===== src/rtl/css_pkg.sv =====
`timescale 1ns/1ps
package css_pkg;
    localparam int SIG_W = 32;

    typedef struct packed {
        logic [SIG_W-1:0] state;
        logic [SIG_W-1:0] result;
        logic             valid;
    } sig_st_t;

    function automatic logic code_ok(input logic [2:0] code);
        return code <= 3'd4;
    endfunction

    function automatic logic [SIG_W-1:0] poly_taps(input logic [2:0] code);
        case (code)
            3'd0:    return 32'h8020_0003;
            3'd1:    return 32'h00E1_0000;
            3'd2:    return 32'h0000_D008;
            3'd3:    return 32'h0000_00B8;
            3'd4:    return 32'h0000_000C;
            default: return '0;
        endcase
    endfunction

    function automatic logic [SIG_W-1:0] poly_mask(input logic [2:0] code);
        case (code)
            3'd1:    return 32'h00FF_FFFF;
            3'd2:    return 32'h0000_FFFF;
            3'd3:    return 32'h0000_00FF;
            3'd4:    return 32'h0000_000F;
            default: return 32'hFFFF_FFFF;
        endcase
    endfunction
endpackage


===== src/rtl/css_src_mux.sv =====
`timescale 1ns/1ps
module css_src_mux (
    input  logic loop_mode,
    input  logic loop_sel,
    input  logic data_in,
    input  logic msel_in,
    input  logic dout_in,
    output logic raw_bit
);
    always_comb begin
        if (!loop_mode)    raw_bit = data_in;
        else if (loop_sel) raw_bit = dout_in;
        else               raw_bit = msel_in;
    end
endmodule


===== src/rtl/css_sig_lfsr.sv =====
`timescale 1ns/1ps
module css_sig_lfsr
    import css_pkg::*;
(
    input  logic             clk,
    input  logic             rst_n,
    input  logic             start_i,
    input  logic             end_i,
    input  logic             shift_i,
    input  logic             bit_i,
    input  logic [2:0]       code_i,
    input  logic [SIG_W-1:0] seed_i,
    output logic [SIG_W-1:0] result_o,
    output logic             valid_o
);
    sig_st_t d, q;
    logic [SIG_W-1:0] mask_w, taps_w, nxt;

    always_comb begin
        d      = q;
        d.valid = 1'b0;
        mask_w = poly_mask(code_i);
        taps_w = poly_taps(code_i);
        nxt    = q.state;
        if (start_i) begin
            d.state = seed_i & mask_w;
        end else begin
            if (shift_i && code_ok(code_i))
                nxt = {q.state[SIG_W-2:0], (^(q.state & taps_w)) ^ bit_i} & mask_w;
            d.state = nxt;
            if (end_i) begin
                d.result = nxt;
                d.valid  = 1'b1;
            end
        end
    end

    always_ff @(posedge clk or negedge rst_n) begin
        if (!rst_n) q <= '0;
        else        q <= d;
    end

    assign result_o = q.result;
    assign valid_o  = q.valid;

    // start loads the masked seed
    a_r2_seed_load: assert property (@(posedge clk) disable iff (!rst_n)
        start_i |=> q.state == ($past(seed_i) & poly_mask($past(code_i))));
    // reserved codes freeze the signature
    a_r4_reserved_hold: assert property (@(posedge clk) disable iff (!rst_n)
        (shift_i && !start_i && code_i > 3'd4) |=> $stable(q.state));
    // end strobes the result for one cycle
    a_r5_end_strobe: assert property (@(posedge clk) disable iff (!rst_n)
        (end_i && !start_i) |=> (valid_o && result_o == q.state));
    a_r5_no_spurious: assert property (@(posedge clk) disable iff (!rst_n)
        !(end_i && !start_i) |=> !valid_o);
endmodule


===== src/rtl/css_raw_capture.sv =====
`timescale 1ns/1ps
module css_raw_capture #(
    parameter int WORD_W = 32,
    localparam int CNT_W = $clog2(WORD_W + 1)
) (
    input  logic              clk,
    input  logic              rst_n,
    input  logic              start_i,
    input  logic              end_i,
    input  logic              shift_i,
    input  logic              bit_i,
    output logic [WORD_W-1:0] word_o,
    output logic [CNT_W-1:0]  bits_o,
    output logic              valid_o
);
    typedef struct packed {
        logic [WORD_W-1:0] sh;
        logic [CNT_W-1:0]  cnt;
        logic [WORD_W-1:0] word;
        logic [CNT_W-1:0]  bits;
        logic              valid;
    } raw_st_t;

    localparam logic [CNT_W-1:0] FULL = CNT_W'(WORD_W);

    raw_st_t d, q;
    logic [WORD_W-1:0] sh_n;
    logic [CNT_W-1:0]  cnt_n;

    always_comb begin
        d       = q;
        d.valid = 1'b0;
        sh_n    = q.sh;
        cnt_n   = q.cnt;
        if (start_i) begin
            sh_n  = '0;
            cnt_n = '0;
        end else begin
            if (shift_i) begin
                sh_n  = {q.sh[WORD_W-2:0], bit_i};
                cnt_n = q.cnt + 1'b1;
            end
            if (cnt_n == FULL || (end_i && cnt_n != '0)) begin
                d.word  = sh_n;
                d.bits  = cnt_n;
                d.valid = 1'b1;
                sh_n    = '0;
                cnt_n   = '0;
            end
        end
        d.sh  = sh_n;
        d.cnt = cnt_n;
    end

    always_ff @(posedge clk or negedge rst_n) begin
        if (!rst_n) q <= '0;
        else        q <= d;
    end

    assign word_o  = q.word;
    assign bits_o  = q.bits;
    assign valid_o = q.valid;

    // count never rests at a full word
    a_r7_count_bound: assert property (@(posedge clk) disable iff (!rst_n)
        q.cnt < FULL);
    // the last bit of a word produces a full-word strobe
    a_r7_full_word: assert property (@(posedge clk) disable iff (!rst_n)
        (shift_i && !start_i && q.cnt == FULL - 1'b1) |=> (valid_o && bits_o == FULL));
    // end with nothing pending emits no word
    a_r8_no_empty_flush: assert property (@(posedge clk) disable iff (!rst_n)
        (end_i && !shift_i && q.cnt == '0) |=> !valid_o);
    // idle cycles leave the count alone
    a_r9_idle_stable: assert property (@(posedge clk) disable iff (!rst_n)
        (!shift_i && !start_i && !end_i) |=> $stable(q.cnt));
    // start clears the count
    a_r2_start_clear: assert property (@(posedge clk) disable iff (!rst_n)
        start_i |=> (q.cnt == '0 && !valid_o));
endmodule


===== src/rtl/capture_sig_shifter.sv =====
`timescale 1ns/1ps
module capture_sig_shifter
    import css_pkg::*;
#(
    parameter int WORD_W = 32,
    localparam int CNT_W = $clog2(WORD_W + 1)
) (
    input  logic              clk,
    input  logic              rst_n,
    input  logic              vec_start,
    input  logic              vec_end,
    input  logic              shift_en,
    input  logic              loop_mode,
    input  logic              loop_sel,
    input  logic              data_in,
    input  logic              msel_in,
    input  logic              dout_in,
    input  logic [2:0]        poly_code,
    input  logic [SIG_W-1:0]  seed,
    output logic [SIG_W-1:0]  sig_result,
    output logic              sig_valid,
    output logic [WORD_W-1:0] word_data,
    output logic [CNT_W-1:0]  word_bits,
    output logic              word_valid
);
    logic raw_bit;

    css_src_mux u_mux (
        .loop_mode (loop_mode),
        .loop_sel  (loop_sel),
        .data_in   (data_in),
        .msel_in   (msel_in),
        .dout_in   (dout_in),
        .raw_bit   (raw_bit)
    );

    css_sig_lfsr u_sig (
        .clk      (clk),
        .rst_n    (rst_n),
        .start_i  (vec_start),
        .end_i    (vec_end),
        .shift_i  (shift_en),
        .bit_i    (data_in),
        .code_i   (poly_code),
        .seed_i   (seed),
        .result_o (sig_result),
        .valid_o  (sig_valid)
    );

    css_raw_capture #(.WORD_W(WORD_W)) u_raw (
        .clk     (clk),
        .rst_n   (rst_n),
        .start_i (vec_start),
        .end_i   (vec_end),
        .shift_i (shift_en),
        .bit_i   (raw_bit),
        .word_o  (word_data),
        .bits_o  (word_bits),
        .valid_o (word_valid)
    );

    // normal mode puts data_in on the raw path
    a_r6_normal_src: assert property (@(posedge clk) disable iff (!rst_n)
        !loop_mode |-> raw_bit == data_in);
endmodule


===== config.mk =====
export PLATFORM = sky130hd
export DESIGN_NAME = capture_sig_shifter
export DESIGN_NICKNAME = d
export VERILOG_FILES = /design/src/rtl/css_pkg.sv /design/src/rtl/css_src_mux.sv /design/src/rtl/css_sig_lfsr.sv /design/src/rtl/css_raw_capture.sv /design/src/rtl/capture_sig_shifter.sv
export SDC_FILE = /design/constraint.sdc
export NUM_CORES = 1
export LEC_CHECK = 0
export ABC_CLOCK_PERIOD_IN_PS = 3300
export BUFFER_PORTS_ARGS = -buffer_cell sky130_fd_sc_hd__buf_2
export CORE_MARGIN = 3
export CORE_UTILIZATION = 53
export DETAILED_ROUTE_END_ITERATION = 10
export PLACE_DENSITY_LB_ADDON = 0.1
export SYNTH_ARGS = -nofsm -noshare
export SYNTH_HDL_FRONTEND = slang
export SYNTH_SLANG_ARGS = --single-unit

===== constraint.sdc =====
create_clock -name clk -period 3.3 [get_ports clk]
set_input_delay 0.66 -clock clk [delete_from_list [all_inputs] [get_ports clk]]
set_output_delay 0.66 -clock clk [all_outputs]
set_load 0.02 [all_outputs]

# After elaboration in Yosys (flattened, before gate mapping)
# Index checks and enable logic that the tools add are counted.
[totals]
out_inout_bits = 72
latchBits = 0
inputBits = 45
wordCells = 45
mem_bits_ro = 0
regBits = 142
n_memories = 0
mem_bits_rw = 0
[classes]
n_div = 0
multipliers = 0
eq_ne = 5
mux = 17
n_shift = 0
add_sub_neg = 1
order_cmp = 1
bitwise_logic = 5
n_reduce_logical = 8
[op_table]
columns = ["op", "count"]
rows = [
  ["$mux W32", 5],
  ["$pmux W32 S5", 1],
  ["$pmux W32 S4", 1],
  ["$and A32 B32 Y32", 3],
  ["$reduce_xor A32 Y1", 1],
  ["$mux W6", 4],
  ["$add A6 B1 Y6 const B", 1],
  ["$eq A3 B2 Y1 const B", 2],
  ["$eq A6 B6 Y1 const B", 1],
  ["$mux W1", 6],
  ["$reduce_bool A6 Y1", 1],
  ["$reduce_and A2 Y1", 2],
  ["$eq A3 B1 Y1 const B", 1],
  ["$eq A3 B3 Y1 const B", 1],
  ["$le A3 B3 Y1 const B", 1],
  ["$logic_not A3 Y1", 1],
  ["$logic_and A1 B1 Y1", 2],
  ["$logic_or A1 B1 Y1", 1],
  ["$not A1 Y1", 1],
  ["$xor A1 B1 Y1", 1],
]

# Longest topological paths before layout
[logic_depth]
word_depth = 8
depth_mapped = 9
depth_no_buf = 7

# Cells and area by module
# From an unflattened synthesis, not the netlist that was laid out.
[unflattened]
cells_unflattened = 650
area_unflattened_um2 = 6945.4
[modules_own_cells]
columns = ["module", "area_per_inst_um2", "cells_per_inst", "seq_area_each_um2", "n_inst"]
rows = [
  ["css_raw_capture", 3761.1, 305, 1926.8, 1],
  ["css_sig_lfsr", 3165.5, 342, 1626.6, 1],
  ["css_src_mux", 18.8, 3, 0.0, 1],
]

# Worst setup path before layout
# OpenSTA, ideal clock, no wires.
[synth_timing]
kind = "input to register"
start = "input shift_en"
end = "register u_raw.q, in the netlist u_raw.bits_o[5]"
arrival_time_ns = 2.367
path_slack_ns = 0.795
setup_time_ns = 0.138
required_ns = 3.162
stages = 8
path_buffers = 3
cell_sequence = "clkbuf_1 or4_1 o31ai_1 a31oi_1 a311oi_2 buf_2 buf_6 a21oi_1"
[synth_between]
elab_chain_cells = 6
word_cells_on_any_way = 7
classes_between = "1 x eq/ne; 2 x mux; 4 x reduce/logical"
[synth_lines]
columns = ["element", "line", "rtl"]
rows = [
  ["from (decl)", "capture_sig_shifter.sv:12", "input logic shift_en,"],
  ["$mux W6 (*)", "css_raw_capture.sv:39", "if (shift_i) begin"],
  ["$mux W6 (*)", "css_raw_capture.sv:35", "if (start_i) begin"],
  ["$reduce_bool A6 Y1", "css_raw_capture.sv:43", "if (cnt_n == FULL || (end_i && cnt_n != '0)) begin"],
  ["$logic_and A1 B1 Y1", "css_raw_capture.sv:43", ""],
  ["$logic_or A1 B1 Y1", "css_raw_capture.sv:43", ""],
  ["$reduce_and A2 Y1 (no source line)", "--", ""],
  ["to (signal assigned)", "css_raw_capture.sv:56", "if (!rst_n) q <= '0;"],
  ["to (signal assigned)", "css_raw_capture.sv:57", "else q <= d;"],
  ["to (decl)", "css_raw_capture.sv:26", "raw_st_t d, q;"],
]
# Every way passes the cells marked *; elsewhere a longest branch is shown, timed or not. The select of a mux whose other input is x is not followed.
# A chain may end at the register's enable or synchronous reset.

==> flow_metrics.py <==
metrics = {
    "outcome": {
        "status": "finished, final reports clean",
    },
    "setup_path": {
        "worstSetupEndpointType": "register",
        "reg2reg_depth": 7,
        "reg2reg_to": "u_raw.q[47]",
        "worstSetupEndpoint": "u_raw.q[47]",
        "crit_path_start": "u_raw.q[39]",
        "r2r-start": "u_raw.q[39]",
        "start_kind": "register",
        "crit_type": "register to register",
        "reg2reg_slack_ps": 610,
        "critical_path_required_ps": 3560,
        "arrival_ps": 2950,
        "crit_fanout": 36,
    },
    "finish": {
        "syn_to_final_growth_pct": 12.5,
        "drive_gt1_frac": 0.232,
        "insertedDiodeCount": 0,
        "layout.nets": 715,
        "fin_area_um2": 7150,
    },
    "route": {
        "drc": 0,
        "first_pass_iters": 4,
        "routed_wl_um": 12500,
        "ant_nets": 0,
        "wl_per_cell_um": 15.2,
        "drtIter0Drc": 242,
        "via_count": 4345,
        "via_per_inst": 5.27,
    },
    "hold_path": {
        "hold_class": "primary input to asynchronous set/reset pin",
    },
    "clocking": {
        "htreeDepth": 4,
        "cts_max_path_buffers": 2,
        "clk_pin_slew_ps": 60,
        "cts_resized": 0,
        "cts_tree": "built",
        "cts_hold_buffers": 0,
        "root_buffer": "clkbuf_16",
        "numCtsBuffers": 17,
        "clk_latency_ps": 410,
        "cts_setup_buffers": 0,
        "cts.sinks": 142,
    },
    "synthesis": {
        "synth_nets": 678,
        "syn_inst": 632,
        "synth-seq-cells": 142,
        "synth_warnings": 0,
        "syn_area_um2": 6350,
        "synthDistinctLibCells": 34,
        "avgSynthCellArea_um2": 10.1,
        "yosysSeqAreaShare": 0.559,
    },
    "power": {
        "power_density_nw_per_um2": 692,
        "irDropWorstVdd_mv": 0.301,
        "p_leak_nw": 3.52,
    },
    "global_route": {
        "grt.total_usage": 0.199,
        "grt_max_degree": 79,
        "grt_pass1_vias": 4459,
        "grt-ovfl-total": 0,
        "grt_pass1_wl_um": 20700,
        "antenna_found_initial": 0,
    },
    "timing": {
        "hold_ws_ps": 269,
        "max_slew_margin": 0.425,
        "finalHoldViolCount": 0,
        "slew_viol_final": 0,
        "fin_skew_ps": 7.31,
        "rsz0062_at_grt": "no",
        "finalSetupViolCount": 0,
        "post-route-min-period_ps": 2690,
        "tightest_slew_ps": 856,
        "fin_crit_sh": 0.815,
        "max_freq_mhz": 372,
        "setup_tns_ps": 0,
    },
    "job": {
        "drv_cap": 0,
    },
    "floorplanning": {
        "die_area_um2": 13300,
        "die_h_um": 116,
        "die_w_um": 116,
        "rows": 39,
        "ios": 117,
        "start_util": 0.549,
        "core_area_um2": 11600,
    },
    "placement": {
        "place.gp.congestion": 0.790,
        "io_buffers": 116,
        "dp_hpwl_um": 8500,
        "place_area_um2": 6530,
    },
}
worst max-delay path: stages (launching register included):
cell	delay, ps
dfrtp_1	430
ha_1	270
xor2_1	170
o31ai_1	520
a31oi_1	260
a31oi_1	180
or2_2	570
nor2_1	130
placed cells by master (no fill, tap or decap), types with 8 or more instances in the layout:
| cell type | n |
|---|---|
| nor2_1 | 79 |
| nand2_1 | 79 |
| and3_1 | 8 |
| a22oi_1 | 20 |
| mux2i_1 | 35 |
| clkbuf_16 | 17 |
| buf_2 | 115 |
| a21oi_1 | 50 |
| xnor2_1 | 10 |
| dfrtp_1 | 142 |
| o21ai_0 | 59 |
flip-flops by register name (all words and copies together), names as in the netlist:
| register | count |
|---|---|
| u_raw.q | 38 |
| u_raw.bits_o | 6 |
| u_raw.word_o | 32 |
| u_sig.valid_o | 1 |
| u_raw.valid_o | 1 |
| u_sig.result_o | 32 |
| u_sig.q | 32 |
cell usage after synthesis:
| library cell | n | area (µm²) |
|---|---|---|
| dfrtp_1 | 142 | 3550 |
| nand2_1 | 79 | 297 |
| nor2_1 | 79 | 297 |
| buf_4 | 70 | 526 |
| o21ai_0 | 59 | 295 |
| a21oi_1 | 50 | 250 |
| mux2i_1 | 35 | 350 |
| clkbuf_1 | 24 | 90.1 |
| a22oi_1 | 20 | 150 |
| xnor2_1 | 10 | 87.6 |
| buf_2 | 9 | 45.0 |
| and3_1 | 8 | 50.1 |
| xor2_1 | 5 | 43.8 |
| a31oi_1 | 4 | 25.0 |
| nand3_1 | 4 | 20.0 |
| nor3_1 | 4 | 20.0 |
| buf_6 | 3 | 33.8 |
| mux2_2 | 3 | 33.8 |
| o31ai_1 | 3 | 22.5 |
| and2_1 | 2 | 12.5 |
| inv_1 | 2 | 7.51 |
| nand2b_1 | 2 | 12.5 |
| nand4_1 | 2 | 12.5 |
| nor2b_1 | 2 | 12.5 |
| nor3b_1 | 2 | 15.0 |
| a21boi_1 | 1 | 7.51 |
| a311oi_2 | 1 | 15.0 |
| a32oi_1 | 1 | 8.76 |
| and2_0 | 1 | 6.26 |
| ha_1 | 1 | 12.5 |
| or2_2 | 1 | 6.26 |
| or3_1 | 1 | 6.26 |
| or4_1 | 1 | 7.51 |
| xnor3_1 | 1 | 22.5 |
how the worst min path moves through the flow:
stage                        from            endpoint  slack, ps  depth (start not counted)
2_1_floorplan               rst_n     u_raw.bits_o[0]        360                          0
3_3_place_gp   u_sig.result_o[27]  u_sig.result_o[27]        460                          2
3_5_place_dp    u_sig.result_o[2]   u_sig.result_o[2]        470                          2
4_1_cts                     rst_n  u_sig.result_o[25]        310                          1
5_1_grt                     rst_n  u_sig.result_o[25]        320                          1
6_report                    rst_n  u_sig.result_o[25]        270                          1
metrics by stage:
step | power [mW] | setup WS [ps] | util | instances
2_1_floorplan | 2.91 | 795 | - | 632
3_3_place_gp | 2.97 | 570 | 0.564 | 793
3_5_place_dp | 3.00 | 460 | 0.564 | 793
4_1_cts | 5.01 | 560 | 0.618 | 825
5_1_grt | 5.19 | 353 | 0.618 | 825
6_report | 4.95 | 612 | 0.618 | 825
power breakdown:
part / leakage (nW) / switching (mW) / internal (mW)
clock: 0.302 / 0.688 / 1.31
combinational: 1.38 / 0.569 / 0.305
sequential: 1.84 / 0.124 / 1.96
area by class of cell:
type	instances	area, µm²
repair buffers	124	672
well taps	143	179
inverters	2	7.51
clock buffers	23	468
multi-input cells	382	2110
fillers	1008	4410
clock inverters	9	159
flip-flops and latches	142	3550
cell families (layout without fill, tap and decap cells):
logic type / count (synthesis) / after routing / share of synthesized area
adder cells (fa/ha/maj): 1 / 1 / 0.00197
buffers and inverters: 108 / 158 / 0.110
multiplexers: 38 / 38 / 0.0604
flip-flops: 142 / 142 / 0.559
XOR/XNOR: 16 / 16 / 0.0242
AO/OA/AOI/OAI: 139 / 139 / 0.122
AND/OR/NAND/NOR: 188 / 188 / 0.122
layer usage:
| metal | GRT usage | wire (µm) |
|---|---|---|
| met4 | 0.0736 | 192 |
| met3 | 0.0512 | 618 |
| met5 | 0 | 0 |
| met1 | 0.232 | 5260 |
| met2 | 0.352 | 6440 |
Power figures use the tool's default switching activity.
